## src/rtl/xdma_chan.sv

```systemverilog
module xdma_chan #(
  parameter int AW = 16
) (
  input  logic          clk,
  input  logic          rst_n,
  input  logic          reg_we,
  input  logic [3:0]    reg_addr,
  input  logic [15:0]   reg_wdata,
  output logic [15:0]   reg_rdata,
  input  logic          start_evt,
  input  logic          abort_evt,
  output logic          mem_re,
  output logic [AW-1:0] mem_raddr,
  input  logic [7:0]    mem_rdata,
  output logic          mem_we,
  output logic [AW-1:0] mem_waddr,
  output logic [7:0]    mem_wdata
);
  localparam logic [3:0] A_CTRL = 4'd0, A_EV = 4'd1, A_FLG = 4'd2, A_PAT = 4'd3,
                         A_SB = 4'd4, A_DB = 4'd5, A_SSZ = 4'd6, A_DSZ = 4'd7,
                         A_SPT = 4'd8, A_DPT = 4'd9;

  logic en, ext, force_q, pm_en, ab_en, st_en, busy;
  logic f_done, f_abort, f_err;
  logic [7:0] pattern, ssiz, dsiz;
  logic [AW-1:0] sbase, dbase;
  logic [15:0] ptr, last;
  logic cfg_wr, trig, hit, abort_now;

  assign cfg_wr    = reg_we && !busy;
  assign trig      = force_q || (st_en && start_evt);
  assign hit       = pm_en && (mem_rdata == pattern);
  assign abort_now = ab_en && abort_evt;
  assign last      = ext ? ({ssiz, dsiz} - 16'd1) : {8'h00, dsiz - 8'd1};

  assign mem_re    = busy;
  assign mem_we    = busy;
  assign mem_raddr = sbase + ptr[AW-1:0];
  assign mem_waddr = dbase + ptr[AW-1:0];
  assign mem_wdata = mem_rdata;

  always_comb begin
    case (reg_addr)
      A_CTRL:  reg_rdata = {8'h00, en, 3'b000, ext, 3'b000};
      A_EV:    reg_rdata = {8'h00, force_q, pm_en, ab_en, st_en, 4'h0};
      A_FLG:   reg_rdata = {12'h000, f_done, 1'b0, f_abort, f_err};
      A_PAT:   reg_rdata = {8'h00, pattern};
      A_SB:    reg_rdata = 16'(sbase);
      A_DB:    reg_rdata = 16'(dbase);
      A_SSZ:   reg_rdata = {8'h00, ssiz};
      A_DSZ:   reg_rdata = {8'h00, dsiz};
      A_SPT:   reg_rdata = {8'h00, ext ? ptr[15:8] : ptr[7:0]};
      A_DPT:   reg_rdata = ext ? ptr : {8'h00, ptr[7:0]};
      default: reg_rdata = 16'h0000;
    endcase
  end

  always_ff @(posedge clk or negedge rst_n) begin
    if (!rst_n) begin
      en <= 1'b0; ext <= 1'b0; force_q <= 1'b0; pm_en <= 1'b0; ab_en <= 1'b0;
      st_en <= 1'b0; busy <= 1'b0; f_done <= 1'b0; f_abort <= 1'b0; f_err <= 1'b0;
      pattern <= '0; ssiz <= '0; dsiz <= '0; sbase <= '0; dbase <= '0; ptr <= '0;
    end else begin
      force_q <= cfg_wr && reg_addr == A_EV && reg_wdata[7];
      if (cfg_wr) begin
        case (reg_addr)
          A_CTRL: begin en <= reg_wdata[7]; ext <= reg_wdata[3]; end
          A_EV:   begin pm_en <= reg_wdata[6]; ab_en <= reg_wdata[5]; st_en <= reg_wdata[4]; end
          A_PAT:  pattern <= reg_wdata[7:0];
          A_SB:   sbase <= reg_wdata[AW-1:0];
          A_DB:   dbase <= reg_wdata[AW-1:0];
          A_SSZ:  ssiz <= reg_wdata[7:0];
          A_DSZ:  dsiz <= reg_wdata[7:0];
          default: ;
        endcase
      end
      if (reg_we && reg_addr == A_FLG) begin
        f_done  <= f_done  & ~reg_wdata[3];
        f_abort <= f_abort & ~reg_wdata[1];
        f_err   <= f_err   & ~reg_wdata[0];
      end
      if (!busy && trig) begin
        if (en) begin
          busy <= 1'b1;
          ptr  <= '0;
        end else begin
          f_err <= 1'b1;
        end
      end
      if (busy) begin
        if (abort_now || hit || ptr == last) begin
          busy <= 1'b0;
          en   <= 1'b0;
          ptr  <= '0;
          if (abort_now) f_abort <= 1'b1;
          else           f_done  <= 1'b1;
        end else begin
          ptr <= ptr + 16'd1;
        end
      end
    end
  end

  p_ptr_bound_r4: assert property (@(posedge clk) disable iff (!rst_n)
    busy |-> ptr <= last);
  p_std_ptr_r3: assert property (@(posedge clk) disable iff (!rst_n)
    (busy && !ext) |-> ptr[15:8] == 8'h00);
  p_stop_clean_r6: assert property (@(posedge clk) disable iff (!rst_n)
    $fell(busy) |-> (ptr == 16'd0 && !en));
  p_done_src_r6: assert property (@(posedge clk) disable iff (!rst_n)
    $rose(f_done) |-> $past(busy));
  p_abort_src_r8: assert property (@(posedge clk) disable iff (!rst_n)
    $rose(f_abort) |-> ($past(busy) && $past(abort_evt)));
  p_err_src_r10: assert property (@(posedge clk) disable iff (!rst_n)
    $rose(f_err) |-> !$past(en));
  p_cfg_hold_r12: assert property (@(posedge clk) disable iff (!rst_n)
    (busy && $past(busy)) |-> ($stable(sbase) && $stable(dbase) && $stable(dsiz) && $stable(ext)));
endmodule

```

## config.mk

```make
export PLATFORM = sky130hd
export DESIGN_NAME = xdma_chan
export DESIGN_NICKNAME = d
export VERILOG_FILES = /design/src/rtl/xdma_chan.sv
export SDC_FILE = /design/constraint.sdc
export NUM_CORES = 1
export LEC_CHECK = 0
export BUFFER_PORTS_ARGS = -buffer_cell sky130_fd_sc_hd__buf_2
export CORE_MARGIN = 10
export CORE_UTILIZATION = 63
export CTS_CLUSTER_SIZE = 20
export DETAILED_ROUTE_END_ITERATION = 8
export PLACE_DENSITY = 0.95
export SYNTH_ARGS = -nofsm -noshare
export SYNTH_HDL_FRONTEND = slang
export SYNTH_SLANG_ARGS = --single-unit
```

## constraint.sdc

```tcl
create_clock -name clk -period 5.1 [get_ports clk]
set_input_delay 0 -clock clk [delete_from_list [all_inputs] [get_ports clk]]
set_output_delay 0 -clock clk [all_outputs]
set_load 0.01 [all_outputs]
```

# Word-level counts from Yosys, hierarchy flattened
# Cells that the tools add are included.
# totals
memories	0
romBits	0
output_inout_bits	58
latchBits	0
reg_bits	82
mem_bits_rw	0
wordCells	88
# op_classes
bitwise	6
muxes	27
shift	0
n_mul	0
order_cmp	0
eq_ne	11
add_sub_neg	5
n_div	0
reduce_logical	23
# ops
cell	n
16-bit case mux with 10 select lines	1
16-bit 2-to-1 mux	6
16-bit adder	2
1-bit 2-to-1 mux	19
16-bit by 1-bit adder with 16-bit output, second input constant	1
16-bit == test	1
4-bit by 3-bit == test with 1-bit output, second input constant	4
2-bit AND reduction	8
16-bit by 1-bit subtractor with 16-bit output, second input constant	1
4-bit by 2-bit == test with 1-bit output, second input constant	2
4-bit == test, second input constant	2
8-bit == test	1
1-bit logical AND	8
8-bit 2-to-1 mux	1
8-bit by 1-bit subtractor with 8-bit output, second input constant	1
4-bit by 1-bit == test with 1-bit output, second input constant	1
4-bit logical NOT	1
2-bit nonzero test	2
1-bit bitwise AND	3
1-bit logical OR	3
1-bit inverter	3
1-bit logical NOT	1

# Logic depth before layout (Yosys ltp)
# depth
depth_word	6
depth_mapped	13
ltp_nobuf	11

# Least setup slack after synthesis
# Ideal clock, no wire load.
# synth_path
path_kind	flip-flop to flip-flop
from	register dsiz[0]
to	register ptr[1]
stages_incl_launch_ff	13
arrival_ns	3.384
period_less_slack_ns	3.506
setup_time_ns	0.122
slack_ns	1.594
required_time_ns	4.978
path_cell_list	dfrtp_1 > inv_1 > ha_1 > clkbuf_1 > or4b_1 > or4_1 > a21boi_2 > xor2_1 > or3b_1 > or4_4 > buf_6 > buf_6 > a32o_1
# synth_via
elab_chain_cells	6
word_cells_on_any_way	7
# synth_lines
element	line_no	text
from (decl)	25	logic [7:0] pattern, ssiz, dsiz;
from (signal assigned)	73	A_DSZ: dsiz <= reg_wdata[7:0];
16-bit by 1-bit subtractor with 16-bit output or 8-bit by 1-bit subtractor with 8-bit output (tied branches)	34	assign last = ext ? ({ssiz, dsiz} - 16'd1) : {8'h00, dsiz - 8'd1};
16-bit 2-to-1 mux (*)	34	
16-bit == test (*)	91	if (abort_now || hit || ptr == last) begin
1-bit logical OR (*)	91	
16-bit 2-to-1 mux (*)	91	
16-bit 2-to-1 mux (*)	90	if (busy) begin
to (signal assigned)	98	ptr <= ptr + 16'd1;
to (decl)	27	logic [15:0] ptr, last;
# Every way passes the cells marked *; elsewhere a longest branch is shown, timed or not.
# A chain may end at the register's enable or synchronous reset.

# Final worst setup path
# layout_path
from	register dsiz[0]
to	register ptr[15]
# Same word-level chain as after synthesis.

==> impl_metrics.sql <==
INSERT INTO impl_metrics (metric_group, metric, value, unit) VALUES
('sta', 'timing.slew.headroom', '13.7', '%'),
('worst_setup_path', 'timing.critical_path.slowest_stage_cell', 'sky130_fd_sc_hd__or4_4', ''),
('cts', 'cts-root-to-sink-buffers', '2', ''),
('yosys', 'ys_async_sr_fraction', '100', '%'),
('layout', 'final_net_count', '825', ''),
('yosys', 'synth_nets', '754', ''),
('sta', 'finalSetupViolations', '0', ''),
('sta', 'worst-slew-pin-transition', '1290', 'ps'),
('layout', 'num_antenna_cells', '0', ''),
('sta', 'hold_viol', '0', ''),
('worst_setup_path', 'r2r.worst_path.cells', '10', ''),
('sta', 'post_route_skew', '14.3', 'ps'),
('status', 'run_status', 'finished, final reports clean', ''),
('global_routing', 'maximum_number_of_pins_on_one_net_before_global_route_repair', '83', ''),
('yosys', 'cell_area_after_synthesis', '6270', 'µm²'),
('cts', 'cts_buffers', '9', ''),
('floorplanning', 'floorplan.io_pins', '91', ''),
('worst_setup_path', 'worst_ep_arrival_time', '3870', 'ps'),
('drt', 'wl_per_cell', '21.4', 'µm'),
('job', 'max_cap_violations', '0', ''),
('drt', 'viasPerCell', '6.54', ''),
('worst_hold_path', 'worst_hold_path.num_cells', '2', ''),
('floorplanning', 'fp.dieW', '120', 'µm'),
('yosys', 'synth-edff-count', '0', ''),
('worst_setup_path', 'timing.critical_path.slowest_cell_delay', '620', 'ps'),
('drt', 'dr.first_iter.drc_count', '636', ''),
('sta', 'slew_violations', '0', ''),
('power', 'fin_total_pwr', '3040', 'µW'),
('cts', 'clkSlewWorstSetupHoldPaths', '100', 'ps'),
('cts', 'cts-root-buf', 'sky130_fd_sc_hd__clkbuf_8', ''),
('cts', 'insertion_delay', '370', 'ps'),
('floorplanning', 'rows', '36', ''),
('placed_design', 'detailedPlacementHpwl', '14400', 'µm'),
('yosys', 'ys.warnings.count', '0', ''),
('sta', 'tns', '0', 'ps'),
('yosys', 'post_synth_inst_count', '687', ''),
('global_routing', 'grt_antenna_before_repair', '0', ''),
('power', 'max-vdd-ir-drop', '0.262', 'mV'),
('global_routing', 'grt-ovfl-total', '0', ''),
('sta', 'highest_clock_rate', '274', 'MHz'),
('floorplanning', 'design.die.area', '14300', 'µm²'),
('yosys', 'yosys_register_bits', '82', ''),
('sta', 'finalCritPeriodShare', '71.5', '%'),
('drt', 'firstDrtPassIters', '8', ''),
('drt', 'drc', '0', ''),
('worst_setup_path', 'worst_ep_required_time', '5320', 'ps'),
('worst_setup_path', 'worstSetupPathType', 'reg -> reg', ''),
('yosys', 'most_frequently_used_flop_master_after_synthesis', 'sky130_fd_sc_hd__dfrtp_1', ''),
('drt', 'dr_total_vias', '5854', ''),
('floorplanning', 'core_box_area', '9730', 'µm²'),
('sta', 'fin_crit', '3650', 'ps'),
('cts', 'cts_tree', 'done', ''),
('yosys', 'yosysSeqAreaShare', '32.7', '%'),
('global_routing', 'grt_pass1_wl', '30400', 'µm'),
('worst_setup_path', 'critPathLaunchType', 'register', ''),
('power', 'cellLeakagePower', '0.00329', 'µW'),
('yosys', 'syn-mean-instance-area', '9.13', 'µm²'),
('power', 'power.density_cell_area', '435', 'nW/µm²'),
('worst_setup_path', 'worstPathBufferInverterCount', '1', ''),
('sta', 'hold_ws', '27.8', 'ps'),
('floorplanning', 'die_h', '120', 'µm'),
('floorplanning', 'start_util', '64.5', '%'),
('global_routing', 'grt_use_total', '26.1', '%'),
('worst_setup_path', 'endpoint_kind', 'register', ''),
('drt', 'antenna_violating_nets_post_route', '0', ''),
('layout', 'final_layout_size_suffix_gt1_share', '23.0', '%'),
('cts', 'cts_max_level', '3', ''),
('worst_setup_path', 'timing.critical_path.max_delay_family', 'simple AND/OR/NAND/NOR gates', ''),
('sta', 'rsz0062_at_grt', 'no', ''),
('drt', 'drt-total-wl', '19200', 'µm'),
('layout', 'flow.area_growth_from_synthesis', '11.6', '%'),
('worst_setup_path', 'highest_fanout_seen_on_the_critical_path', '20', ''),
('worst_hold_path', 'min_path_type', 'in -> reg', ''),
('yosys', 'yosysUniqueCellTypes', '66', ''),
('cts', 'clock_sink_count', '82', ''),
('worst_setup_path', 'depth_of_the_critical_timing_path_with_buffers_and_inverters_included', '10', ''),
('worst_setup_path', 'timing.critical_path.cells', 'inv_1, ha_1, or4b_1, or4_1, a21boi_2, xor2_1, or3b_1, or4_4, nand2_1, o311ai_0', ''),
('global_routing', 'first_global_vias', '5929', ''),
('placed_design', 'placement.io_buffers', '90', ''),
('placed_design', 'gp_routability_congestion', '0.997', '');
cell families (layout without fill, tap and decap cells):
family                     after synthesis  in the layout  share of synthesized area [%]
AOI/OAI and AO/OA                      143            143                           16.0
xor gates and xnor gates                51             51                           7.12
adders and majority gates               34             34                           7.02
buffers and inverters                   78            153                           5.71
DFF                                     82             82                           32.7
muxes                                   75             75                           13.1
and+or+nand+nor                        224            224                           18.3
per-layer routing:
| metal | global-route usage (%) | vias up | wire [µm] |
|---|---|---|---|
| met2 | 43.5 | 325 | 9100 |
| met3 | 7.92 | 76 | 1900 |
| met5 | 0 | - | 0 |
| met1 | 30.9 | 2798 | 7430 |
| met4 | 10.6 | 0 | 759 |
| li1 | - | 2655 | - |
registers in the layout, indices dropped and copies added, names as in the netlist:
register,cells
ptr,16
f_abort,1
ab_en,1
sbase,16
dbase,16
pattern,8
ssiz,8
f_err,1
dsiz,8
f_done,1
mem_re,1
st_en,1
force_q,1
en,1
pm_en,1
ext,1
synth_stat cells (5+ instances only):
library cell	count	share of area (%)
sky130_fd_sc_hd__a21o_1	5	0.60
sky130_fd_sc_hd__a21oi_1	28	2.2
sky130_fd_sc_hd__a222oi_1	9	1.4
sky130_fd_sc_hd__a31oi_1	11	1.1
sky130_fd_sc_hd__and3_1	10	1.0
sky130_fd_sc_hd__buf_1	5	0.30
sky130_fd_sc_hd__buf_4	9	1.1
sky130_fd_sc_hd__clkbuf_1	25	1.5
sky130_fd_sc_hd__dfrtp_1	82	33
sky130_fd_sc_hd__ha_1	32	6.4
sky130_fd_sc_hd__inv_1	33	2.0
sky130_fd_sc_hd__mux2_2	59	11
sky130_fd_sc_hd__mux2i_1	16	2.6
sky130_fd_sc_hd__nand2_1	61	3.7
sky130_fd_sc_hd__nand2b_1	8	0.80
sky130_fd_sc_hd__nand3_1	19	1.5
sky130_fd_sc_hd__nand4_1	5	0.50
sky130_fd_sc_hd__nor2_1	39	2.3
sky130_fd_sc_hd__nor2b_1	14	1.4
sky130_fd_sc_hd__nor3_1	23	1.8
sky130_fd_sc_hd__nor3b_1	9	1.1
sky130_fd_sc_hd__nor4_1	11	1.1
sky130_fd_sc_hd__o211ai_1	8	0.96
sky130_fd_sc_hd__o21ai_0	29	2.3
sky130_fd_sc_hd__or3_1	6	0.60
sky130_fd_sc_hd__xnor2_1	28	3.9
sky130_fd_sc_hd__xor2_1	23	3.2
stage by stage:
stage	cell area (µm²)	utilization (%)	std cells	worst slack, ps
3_3_place_gp	6660	68.5	866	1610
6_report	7000	72.0	895	1450
3_5_place_dp	6660	68.5	866	1490
5_1_grt	7000	72.0	895	1250
2_1_floorplan	6270	-	687	1590
4_1_cts	6990	71.8	894	1460
placed cells by master (no fill, tap or decap), types with 4 or more instances in the layout:
cell type                       instances
sky130_fd_sc_hd__buf_2                 89
sky130_fd_sc_hd__dfrtp_1               82
sky130_fd_sc_hd__nand2_1               61
sky130_fd_sc_hd__mux2_2                59
sky130_fd_sc_hd__nor2_1                39
sky130_fd_sc_hd__inv_1                 33
sky130_fd_sc_hd__ha_1                  32
sky130_fd_sc_hd__o21ai_0               29
sky130_fd_sc_hd__a21oi_1               28
sky130_fd_sc_hd__xnor2_1               28
sky130_fd_sc_hd__nor3_1                23
sky130_fd_sc_hd__xor2_1                23
sky130_fd_sc_hd__nand3_1               19
sky130_fd_sc_hd__mux2i_1               16
sky130_fd_sc_hd__nor2b_1               14
sky130_fd_sc_hd__dlygate4sd3_1         14
sky130_fd_sc_hd__a31oi_1               11
sky130_fd_sc_hd__nor4_1                11
sky130_fd_sc_hd__and3_1                10
sky130_fd_sc_hd__clkbuf_8              10
sky130_fd_sc_hd__nor3b_1                9
sky130_fd_sc_hd__a222oi_1               9
sky130_fd_sc_hd__o211ai_1               8
sky130_fd_sc_hd__nand2b_1               8
sky130_fd_sc_hd__or3_1                  6
sky130_fd_sc_hd__nand4_1                5
sky130_fd_sc_hd__a21o_1                 5
sky130_fd_sc_hd__o22ai_1                4
sky130_fd_sc_hd__a32o_1                 4
sky130_fd_sc_hd__a22oi_1                4
sky130_fd_sc_hd__o2111ai_1              4
sky130_fd_sc_hd__o21a_1                 4
sky130_fd_sc_hd__a221oi_1               4
final timing paths:
kind,startpoint,endpoint,slack (ps)
max,dsiz[0]$_DFFE_PN0P_,ptr[15]$_DFFE_PN0P_,1450
min,reg_wdata[0],dsiz[0]$_DFFE_PN0P_,30
max reg2reg,dsiz[0]$_DFFE_PN0P_,ptr[15]$_DFFE_PN0P_,1450
min reg2reg,f_err$_DFF_PN0_,f_err$_DFF_PN0_,540
max in group asynchronous,rst_n,ssiz[1]$_DFFE_PN0P_,4080
min in group asynchronous,rst_n,sbase[12]$_DFFE_PN0P_,370
worst register-to-register path, stage by stage (launching register included):
cell,delay (ps)
sky130_fd_sc_hd__dfrtp_1,450
sky130_fd_sc_hd__inv_1,80
sky130_fd_sc_hd__ha_1,310
sky130_fd_sc_hd__or4b_1,590
sky130_fd_sc_hd__or4_1,460
sky130_fd_sc_hd__a21boi_2,170
sky130_fd_sc_hd__xor2_1,90
sky130_fd_sc_hd__or3b_1,380
sky130_fd_sc_hd__or4_4,620
sky130_fd_sc_hd__nand2_1,200
sky130_fd_sc_hd__o311ai_0,140
area by class of cell:
type,count,area [µm²]
fill,772,2730
tap,133,166
multi-input combinational,527,3860
sequential,82,2050
inverter,34,128
timing repair buffer,104,593
clock buffer,10,138
clock inverter,5,62.6
power by group:
part	internal (µW)	leakage (µW)	switching, µW	total (µW)
Clock	240	0.0000954	249	489
Sequential	851	0.00103	330	1180
Combinational	640	0.00216	732	1370
Total	1730	0.00329	1310	3040
what timing repair did:
action                                  4_1_cts  5_1_grt
setup buffers                                 0        0
endpoints found under the setup margin        0        0
hold buffers                                 13        1
hold endpoints to repair                    107        1
gates resized for setup                       0        0
Note: power is estimated with default switching activity, not from simulation.
